$ cat config.mk
export PLATFORM = sky130hd
export DESIGN_NAME = pm_sleep_ctrl
export DESIGN_NICKNAME = d
export VERILOG_FILES = /design/src/rtl/pm_pkg.sv /design/src/rtl/pm_wake_detect.sv /design/src/rtl/pm_state_ctrl.sv /design/src/rtl/pm_host_regs.sv /design/src/rtl/pm_sleep_ctrl.sv
export SDC_FILE = /design/constraint.sdc
export NUM_CORES = 1
export LEC_CHECK = 0
export ABC_AREA = 1
export BUFFER_PORTS_ARGS = -buffer_cell sky130_fd_sc_hd__clkbuf_2
export CORE_MARGIN = 1.5
export CORE_UTILIZATION = 50
export DETAILED_ROUTE_END_ITERATION = 6
export HOLD_SLACK_MARGIN = 0.12
export PLACE_DENSITY_LB_ADDON = 0.3
export REMOVE_ABC_BUFFERS = 1
export SLEW_MARGIN = 20
export SYNTH_ARGS = -nofsm -noshare
export SYNTH_HDL_FRONTEND = slang
export SYNTH_HIERARCHICAL = 1
export SYNTH_SLANG_ARGS = --single-unit
$ cat constraint.sdc
create_clock -name clk -period 2.7 [get_ports clk]
set_input_delay 0.27 -clock clk [delete_from_list [all_inputs] [get_ports clk]]
set_output_delay 0.27 -clock clk [all_outputs]
set_load 0.005 [all_outputs]
$ cat src/rtl/pm_pkg.sv
package pm_pkg;

  typedef enum logic [1:0] {
    PM_ACTIVE = 2'b00,
    PM_LIGHT  = 2'b01,
    PM_DEEP   = 2'b10
  } pm_state_e;

  localparam logic [1:0] ADDR_CTRL = 2'd0;
  localparam logic [1:0] ADDR_INT  = 2'd1;
  localparam logic [1:0] ADDR_WAKE = 2'd2;

  localparam int unsigned F_MODE = 0;
  localparam int unsigned F_WOL  = 2;
  localparam int unsigned F_ED   = 3;
  localparam int unsigned F_EVT  = 4;
  localparam int unsigned F_IRQ  = 5;
  localparam int unsigned F_WS   = 6;
  localparam int unsigned F_RDY  = 8;
  localparam int unsigned CTRL_BITS = F_RDY + 1;

  localparam logic [1:0] WS_ENERGY = 2'b01;
  localparam logic [1:0] WS_FRAME  = 2'b10;

  typedef struct packed {
    logic wol;
    logic ed;
    logic evt;
    logic irq;
  } pm_en_t;

endpackage

$ cat src/rtl/pm_wake_detect.sv
module pm_wake_detect
  import pm_pkg::*;
(
  input  pm_state_e  state_i,
  input  pm_en_t     en_i,
  input  logic       frame_det_i,
  input  logic       magic_det_i,
  input  logic       energy_det_i,
  input  logic       carrier_i,
  output logic       det_valid_o,
  output logic [1:0] det_code_o,
  output logic       det_evt_o
);

  logic light_hit;
  logic deep_hit;

  assign light_hit = (state_i == PM_LIGHT) && (frame_det_i || magic_det_i);
  assign deep_hit  = (state_i == PM_DEEP) && (energy_det_i || carrier_i);

  always_comb begin
    det_valid_o = 1'b0;
    det_code_o  = 2'b00;
    det_evt_o   = 1'b0;
    if (light_hit) begin
      det_valid_o = 1'b1;
      det_code_o  = WS_FRAME;
      det_evt_o   = en_i.wol && en_i.evt;
    end else if (deep_hit) begin
      det_valid_o = 1'b1;
      det_code_o  = WS_ENERGY;
      det_evt_o   = en_i.ed && en_i.evt;
    end
  end

endmodule

$ cat src/rtl/pm_state_ctrl.sv
module pm_state_ctrl
  import pm_pkg::*;
#(
  parameter int unsigned RDY_DLY = 8
) (
  input  logic      clk,
  input  logic      rst_n,
  input  logic      sleep_req_i,
  input  pm_state_e sleep_tgt_i,
  input  logic      wake_wr_i,
  output pm_state_e state_o,
  output logic      ready_o,
  output logic      clk_en_phy_o,
  output logic      clk_en_mac_core_o,
  output logic      clk_en_mac_aux_o,
  output logic      clk_en_bus_o,
  output logic      phy_lowpower_o
);

  pm_state_e state_q;
  logic      wake_go;
  logic      enter_go;

  assign wake_go  = wake_wr_i && (state_q != PM_ACTIVE);
  assign enter_go = sleep_req_i && (state_q == PM_ACTIVE);

  always_ff @(posedge clk or negedge rst_n) begin
    if (!rst_n) begin
      state_q <= PM_ACTIVE;
    end else if (wake_go) begin
      state_q <= PM_ACTIVE;
    end else if (enter_go) begin
      state_q <= sleep_tgt_i;
    end
  end

  generate
    if (RDY_DLY == 0) begin : g_rdy_now
      logic rdy_q;
      always_ff @(posedge clk or negedge rst_n) begin
        if (!rst_n) begin
          rdy_q <= 1'b1;
        end else if (wake_go) begin
          rdy_q <= 1'b1;
        end else if (enter_go) begin
          rdy_q <= 1'b0;
        end
      end
      assign ready_o = rdy_q;
    end else begin : g_rdy_cnt
      localparam int unsigned CNT_W = $clog2(RDY_DLY + 1);
      localparam logic [CNT_W-1:0] CNT_LOAD = CNT_W'(RDY_DLY);
      localparam logic [CNT_W-1:0] CNT_ONE  = CNT_W'(1);
      logic [CNT_W-1:0] cnt_q;
      logic             rdy_q;
      always_ff @(posedge clk or negedge rst_n) begin
        if (!rst_n) begin
          cnt_q <= '0;
          rdy_q <= 1'b1;
        end else if (wake_go) begin
          cnt_q <= CNT_LOAD;
          rdy_q <= 1'b0;
        end else if (cnt_q != '0) begin
          cnt_q <= cnt_q - CNT_ONE;
          if (cnt_q == CNT_ONE) begin
            rdy_q <= 1'b1;
          end
        end else if (enter_go) begin
          rdy_q <= 1'b0;
        end
      end
      assign ready_o = rdy_q;
    end
  endgenerate

  always_comb begin
    clk_en_phy_o      = 1'b1;
    clk_en_mac_core_o = 1'b1;
    clk_en_mac_aux_o  = 1'b1;
    clk_en_bus_o      = 1'b1;
    phy_lowpower_o    = 1'b0;
    case (state_q)
      PM_LIGHT: begin
        clk_en_mac_aux_o = 1'b0;
      end
      PM_DEEP: begin
        clk_en_phy_o      = 1'b0;
        clk_en_mac_core_o = 1'b0;
        clk_en_mac_aux_o  = 1'b0;
        clk_en_bus_o      = 1'b0;
        phy_lowpower_o    = 1'b1;
      end
      default: begin
      end
    endcase
  end

  assign state_o = state_q;

endmodule

$ cat src/rtl/pm_host_regs.sv
module pm_host_regs
  import pm_pkg::*;
#(
  parameter int unsigned ADDR_W = 2,
  parameter int unsigned DATA_W = 16
) (
  input  logic              clk,
  input  logic              rst_n,
  input  logic              wr_en,
  input  logic [ADDR_W-1:0] wr_addr,
  input  logic [DATA_W-1:0] wr_data,
  input  logic [ADDR_W-1:0] rd_addr,
  output logic [DATA_W-1:0] rd_data,
  input  pm_state_e         state_i,
  input  logic              ready_i,
  input  logic              det_valid_i,
  input  logic [1:0]        det_code_i,
  input  logic              det_evt_i,
  output pm_en_t            en_o,
  output logic [1:0]        wake_sts_o,
  output logic              int_sts_o,
  output logic              evt_o,
  output logic              sleep_req_o,
  output pm_state_e         sleep_tgt_o,
  output logic              wake_wr_o
);

  localparam logic [ADDR_W-1:0] A_CTRL = ADDR_W'(ADDR_CTRL);
  localparam logic [ADDR_W-1:0] A_INT  = ADDR_W'(ADDR_INT);
  localparam logic [ADDR_W-1:0] A_WAKE = ADDR_W'(ADDR_WAKE);

  pm_en_t     en_q;
  logic [1:0] ws_q;
  logic       int_q;
  logic       evt_q;
  logic       acc;
  logic       ctrl_wr;
  logic       int_clr;
  logic [1:0] mode_wr;
  logic       unused_wr_hi;

  assign acc     = wr_en && ready_i;
  assign ctrl_wr = acc && (wr_addr == A_CTRL);
  assign int_clr = acc && (wr_addr == A_INT) && wr_data[0];
  assign mode_wr = wr_data[F_MODE +: 2];
  assign unused_wr_hi = ^wr_data[DATA_W-1:F_RDY];

  assign sleep_req_o = ctrl_wr && (mode_wr == PM_LIGHT || mode_wr == PM_DEEP);
  assign sleep_tgt_o = pm_state_e'(mode_wr);
  assign wake_wr_o   = wr_en && (wr_addr == A_WAKE);

  always_ff @(posedge clk or negedge rst_n) begin
    if (!rst_n) begin
      en_q <= '0;
    end else if (ctrl_wr) begin
      en_q.wol <= wr_data[F_WOL];
      en_q.ed  <= wr_data[F_ED];
      en_q.evt <= wr_data[F_EVT];
      en_q.irq <= wr_data[F_IRQ];
    end
  end

  always_ff @(posedge clk or negedge rst_n) begin
    if (!rst_n) begin
      ws_q <= 2'b00;
    end else begin
      if (ctrl_wr) begin
        ws_q <= ws_q & ~wr_data[F_WS +: 2];
      end
      if (det_valid_i) begin
        ws_q <= det_code_i;
      end
    end
  end

  always_ff @(posedge clk or negedge rst_n) begin
    if (!rst_n) begin
      int_q <= 1'b0;
      evt_q <= 1'b0;
    end else begin
      if (int_clr) begin
        int_q <= 1'b0;
        evt_q <= 1'b0;
      end
      if (det_valid_i) begin
        int_q <= 1'b1;
        if (det_evt_i) begin
          evt_q <= 1'b1;
        end
      end
    end
  end

  always_comb begin
    rd_data = '0;
    case (rd_addr)
      A_CTRL: begin
        rd_data[F_MODE +: 2] = state_i;
        rd_data[F_WOL]       = en_q.wol;
        rd_data[F_ED]        = en_q.ed;
        rd_data[F_EVT]       = en_q.evt;
        rd_data[F_IRQ]       = en_q.irq;
        rd_data[F_WS +: 2]   = ws_q;
        rd_data[F_RDY]       = ready_i;
      end
      A_INT: begin
        rd_data[0] = int_q;
      end
      default: begin
      end
    endcase
  end

  assign en_o       = en_q;
  assign wake_sts_o = ws_q;
  assign int_sts_o  = int_q;
  assign evt_o      = evt_q;

endmodule

$ cat src/rtl/pm_sleep_ctrl.sv
module pm_sleep_ctrl
  import pm_pkg::*;
#(
  parameter int unsigned ADDR_W  = 2,
  parameter int unsigned DATA_W  = 16,
  parameter int unsigned RDY_DLY = 8
) (
  input  logic              clk,
  input  logic              rst_n,
  input  logic              wr_en,
  input  logic [ADDR_W-1:0] wr_addr,
  input  logic [DATA_W-1:0] wr_data,
  input  logic [ADDR_W-1:0] rd_addr,
  output logic [DATA_W-1:0] rd_data,
  input  logic              frame_det_i,
  input  logic              magic_det_i,
  input  logic              energy_det_i,
  input  logic              carrier_i,
  output logic              pm_event_o,
  output logic              irq_o,
  output logic              ready_o,
  output logic              clk_en_phy_o,
  output logic              clk_en_mac_core_o,
  output logic              clk_en_mac_aux_o,
  output logic              clk_en_bus_o,
  output logic              phy_lowpower_o
);

  pm_state_e  cur_state;
  pm_en_t     en;
  logic [1:0] wake_sts;
  logic       int_sts;
  logic       det_valid;
  logic [1:0] det_code;
  logic       det_evt;
  logic       sleep_req;
  pm_state_e  sleep_tgt;
  logic       wake_wr;

  pm_wake_detect u_detect (
    .state_i      (cur_state),
    .en_i         (en),
    .frame_det_i  (frame_det_i),
    .magic_det_i  (magic_det_i),
    .energy_det_i (energy_det_i),
    .carrier_i    (carrier_i),
    .det_valid_o  (det_valid),
    .det_code_o   (det_code),
    .det_evt_o    (det_evt)
  );

  pm_host_regs #(
    .ADDR_W (ADDR_W),
    .DATA_W (DATA_W)
  ) u_regs (
    .clk         (clk),
    .rst_n       (rst_n),
    .wr_en       (wr_en),
    .wr_addr     (wr_addr),
    .wr_data     (wr_data),
    .rd_addr     (rd_addr),
    .rd_data     (rd_data),
    .state_i     (cur_state),
    .ready_i     (ready_o),
    .det_valid_i (det_valid),
    .det_code_i  (det_code),
    .det_evt_i   (det_evt),
    .en_o        (en),
    .wake_sts_o  (wake_sts),
    .int_sts_o   (int_sts),
    .evt_o       (pm_event_o),
    .sleep_req_o (sleep_req),
    .sleep_tgt_o (sleep_tgt),
    .wake_wr_o   (wake_wr)
  );

  pm_state_ctrl #(
    .RDY_DLY (RDY_DLY)
  ) u_state (
    .clk               (clk),
    .rst_n             (rst_n),
    .sleep_req_i       (sleep_req),
    .sleep_tgt_i       (sleep_tgt),
    .wake_wr_i         (wake_wr),
    .state_o           (cur_state),
    .ready_o           (ready_o),
    .clk_en_phy_o      (clk_en_phy_o),
    .clk_en_mac_core_o (clk_en_mac_core_o),
    .clk_en_mac_aux_o  (clk_en_mac_aux_o),
    .clk_en_bus_o      (clk_en_bus_o),
    .phy_lowpower_o    (phy_lowpower_o)
  );

  assign irq_o = int_sts && en.irq;

endmodule

Yosys cells after proc, flatten, opt, wreduce, memory -nomap -nowiden. Cells that the tools add are included.

Flip-flop bits (word level): 15. Input port bits: 27. Output and inout bits: 24. Word-level logic and storage cells: 76.

$add $sub $neg: 1. Equality and inequality tests: 9. Mux-type cells: 26. Bitwise logic cells: 2. Reduce and logical (&&, ||, !) cells: 28.

Operators by type and width (count): 1-bit 2-to-1 mux (17); 1-bit logical AND (13); 2-bit 2-to-1 mux (5); 2-bit nonzero test (5); 2-bit by 1-bit equality test with 1-bit output (second input constant) (4); 4-bit 2-to-1 mux (2); 8-bit 2-to-1 mux (1); 2-bit equality test (second input constant) (3); 2-bit logical NOT (3); 4-bit by 1-bit equality test with 1-bit output (second input constant) (1); 4-bit nonzero test (1); 4-bit by 1-bit subtractor with 4-bit output (second input constant) (1); 1-bit logical OR (3); 3-bit by 2-bit inequality test with 1-bit output (second input constant) (1); 3-bit nonzero test (1); 2-bit bitwise AND (1); 2-bit NOT (1); 1-bit case mux with 2 select lines (1); 2-bit AND reduction (1); 2-bit OR reduction (1).

Logic depth before layout (Yosys ltp).
Depth in word-level cells: 7. Gate-level depth with buffers: 9. Mapped depth without buffers: 9.

By module. The synthesis kept the hierarchy.

Modules (own cells, without submodules): pm_host_regs (times used 1, cells an instance 81, area an instance 579.3 um^2, sequential area each 200.2 um^2); pm_state_ctrl (times used 1, cells an instance 53, area an instance 431.7 um^2, sequential area each 176.4 um^2); pm_wake_detect (times used 1, cells an instance 23, area an instance 92.6 um^2, sequential area each 0.0 um^2); pm_sleep_ctrl (times used 1, cells an instance 2, area an instance 7.5 um^2, sequential area each 0.0 um^2).

Worst setup path before layout. Ideal clock, no wire load.

Path kind: reg-to-reg. Start: register u_state.g_rdy_cnt.rdy_q (netlist: u_state/ready_o). End: register u_state.g_rdy_cnt.rdy_q (netlist: u_state/ready_o). Library setup time: 0.076 ns. Arrival time: 1.220 ns. Required time: 2.624 ns. Setup slack: 1.404 ns. Cell stages (with the launch flop): 10. Path buffers: 0. Clock period less this slack: 1.296 ns. Path through: dfstp_2 -> nand2_1 -> inv_2 -> nand2_4 -> nor2_1 -> nand2_1 -> nand2_1 -> nor2_1 -> nand2_1 -> nand2_1.

Longest elaborated chain between the ends: 6.

RTL lines: from (decl) (line pm_state_ctrl.sv:55) `logic rdy_q;`; from (signal assigned) (line pm_state_ctrl.sv:59) `rdy_q <= 1'b1;`; from (signal assigned) (line pm_state_ctrl.sv:62) `rdy_q <= 1'b0;`; from (signal assigned) (line pm_state_ctrl.sv:66) `rdy_q <= 1'b1;`; 1-bit logical AND (line pm_host_regs.sv:42) `assign acc = wr_en && ready_i;`; 1-bit logical AND (line pm_host_regs.sv:43) `assign ctrl_wr = acc && (wr_addr == A_CTRL);`; 1-bit logical AND (line pm_host_regs.sv:48) `assign sleep_req_o = ctrl_wr && (mode_wr == PM_LIGHT || mode_wr == PM_DEEP);`; via sleep_req (line pm_sleep_ctrl.sv:36) `logic sleep_req;`; 1-bit logical AND (line pm_state_ctrl.sv:25) `assign enter_go = sleep_req_i && (state_q == PM_ACTIVE);`; 3-bit nonzero test (no line); 2-bit AND reduction (no line).

The timed path passes the listed nets, and every way through them passes these cells. A chain may end at the register's enable or synchronous reset.

Worst setup path after layout. Ends and elaborated chain as after synthesis.

==> run_results.csv <==
group,metric,value,unit
cts,cts.clk_slew.worst_paths,100,ps
cts,h-tree-depth,1,
synth,netlist_instances,159,
timing,slew_headroom,65.67,%
pwr,p_per_area,878.1,nW/um^2
floorplan,core.rowCount,16,
synth,muxShareOfSynthArea,0,%
synth,synth_compound_area_share,2.928,%
floorplan,initial_core_util,54.95,%
cts,clock_latency,280,ps
routing,via_per_inst,4.498,
routing,first_pass_iters,4,
synth,yosys.area.top_type,"dfrtp_1",
cts,cts_sinks,15,
synth,syn_area_per_cell,6.988,sq um
timing,layout_setup_ws,1197,ps
status,status,"complete, no violations",
placement,io_buffers,35,
final_layout,nNetsFinal,224,
synth,ys_seq_area_share,33.90,%
floorplan,die_y,50.14,um
timing,finalHoldViolCount,0,
pwr,p_leak,0.8023,nW
timing,fmax,665.2,MHz
routing,drc_errors,0,
synth,yosys.cell_count.top_type,"nand2_1",
critical_path,worstPathMaxFanout,7,
cts,clk_path_buf_depth,2,
placement,hpwl,1737,um
cts,post_cts_resized,0,
routing,wl_per_cell,10.03,um
routing,wl,2197,um
cts,postCtsHoldBufs,1,
synth,synthFlopType,"dfrtp_1",
synth,synthAdderAreaFrac,4.505,%
cts,cts_tree,"done",
grt,track_usage,20.29,%
timing,post-route-period-util,55.68,%
critical_path,startpoint_type,"register",
timing,rsz0062_at_grt,"no",
critical_path,critical_path_arrival,1720,ps
floorplan,num_io_pins,51,
grt,antenna_found_initial,0,
timing,fin_skew,7.889,ps
routing,drtAntennaViolNets,0,
floorplan,die_w,50.14,um
synth,synth_top_area_share,31.53,%
critical_path,worstSetupPathType,"reg -> reg",
pwr,power_switching,0.5024,mW
grt,grt_pass1_wl,3926,um
cts,clockRootBuffer,"clkbuf_4",
synth,synth_seq_cells,15,
placement,routabilityCongestion,0.7767,
routing,dr.first_iter.drc_count,17,
synth,ys_warn_count,6,
floorplan,die-area,2514,sq um
grt,grt_pass1_vias,960,
hold_path,hold_path_class,"in -> reg",
synth,synth_xor_area_share,1.577,%
synth,netlist_area,1111,sq um
grt,grt_max_degree,16,
timing,worst_slew_pin_slew,514.9,ps
synth,ys_types,21,
pwr,max-vdd-ir-drop,647.8,uV
synth,ys_top_cells_by_area,"dfrtp_1 32%, nand2_1 14%, inv_1 10%",
final_layout,area_growth,14.98,%
timing,setup_viol,0,
synth,synth_top_family_by_area,"simple AND/OR/NAND/NOR gates",
synth,synth_top_cells_by_count,"42 x nand2_1, 31 x inv_1, 14 x dfrtp_1",
pwr,combPwrFrac,50.0,%
floorplan,design.core.area,2022,sq um
critical_path,cp.required,2920,ps
placement,place_ws,1261,ps
pwr,power_frac_seq,38.4,%
timing,setup_tns,0,ps
critical_path,crit_path_end_kind,"register",
synth,synthArstFlopShare,100.0,%
cts,post_cts_buffers,0,
timing,min_period,1503,ps
cts,cts_buffers,3,
synth,synth_simple_gate_area_share,36.15,%
pwr,p_clk_share,11.5,%
final_layout,drive_gt1_share,29.69,%
flow_run,maxCapViolCount,0,
pwr,internal_power,0.6193,mW
routing,vias,985,
timing,drv_slew,0,
final_layout,diodes,0,
synth,synth_edf_count,0,
grt,gr-total-overflow,0,
pwr,swShare,44.79,%
sequential cells by signal (all words and copies together), names as in the netlist:
register	count
u_regs/en_o	4
u_state/g_rdy_cnt.cnt_q	4
u_regs/wake_sts_o	2
u_state/state_o	2
u_regs/evt_o	1
u_regs/int_sts_o	1
u_state/ready_o	1
cell families after synthesis:
logic type               Yosys count
AND/OR/NAND/NOR                   84
AO/OA/AOI/OAI                      6
buffers and inverters             47
XOR/XNOR                           2
adder cells (fa/ha/maj)            4
other                              1
flip-flops                        15
layout by cell type (no fill, tap or decap):
cell type / n
nand2_1: 42
clkbuf_2: 35
inv_1: 31
dfrtp_1: 14
nor2_1: 13
nand3_1: 13
nor2_2: 7
conb_1: 7
nor2_4: 4
ha_1: 4
clkbuf_4: 3
inv_2: 3
nand2_4: 2
xnor2_1: 2
nand2_2: 2
o21ai_1: 2
o21ai_0: 2
clkbuf_1: 1
dlygate4sd3_1: 1
or2_1: 1
a211oi_1: 1
a21oi_1: 1
dfstp_2: 1
final cells by class:
cell class	count	area, sq um
multi-input cells	103	528.0
fillers	207	744.5
well taps	27	33.78
inverters	34	127.6
clock buffers	4	26.28
flip-flops and latches	15	376.6
repair buffers	36	185.2
worst max-delay path, stage by stage, from the launching register on:
cell and delay, ps:
dfstp_2 590, nand2_1 80, inv_2 140, nand2_4 100, nor2_1 190, nand2_1 70, nand2_1 120, nor2_1 50
nand2_1 50, nand2_1 50
power by group through the flow:
stage               clock [mW]  sequential, mW  combinational (mW)
finish                   0.130           0.431               0.561
global placement             0           0.430               0.538
global route             0.140           0.444               0.654
detailed placement           0           0.436               0.560
floorplan                    0           0.413               0.400
CTS                      0.136           0.432               0.566
final timing paths:
kind | startpoint | to | slack, ps | depth (start not counted)
max | u_state/ready_o$_DFFE_PN1P_ | u_state/ready_o$_DFFE_PN1P_ | 1200 | 9
min | wr_data[2] | u_regs/en_o[3]$_DFFE_PN0P_ | 200 | 3
max reg2reg | u_state/ready_o$_DFFE_PN1P_ | u_state/ready_o$_DFFE_PN1P_ | 1200 | 9
min reg2reg | u_regs/evt_o$_DFF_PN0_ | u_regs/evt_o$_DFF_PN0_ | 500 | 2
max in group asynchronous | rst_n | u_state/ready_o$_DFFE_PN1P_ | 1950 | 2
min in group asynchronous | rst_n | u_regs/en_o[2]$_DFFE_PN0P_ | 430 | 2
routing by layer:
metal  routed length [um]  global-route usage, %
met2                 1035                  34.65
met5                    0                      0
met4                   22                  9.722
met1                 1021                  25.29
met3                  116                  2.381
metrics by stage:
stage	cells	cell area (sq um)	total power [mW]	utilization [%]	hold slack, ps
final	219	1277	1.122	63.18	202.6
after detailed placement	214	1241	0.9955	61.39	208.3
after CTS	219	1277	1.133	63.18	197.8
after global routing	219	1277	1.238	63.18	210.8
after global placement	214	1241	0.9674	61.39	202.2
after floorplan	152	1032	0.8125	-	-25.59
(Power assumes the default switching activity.)
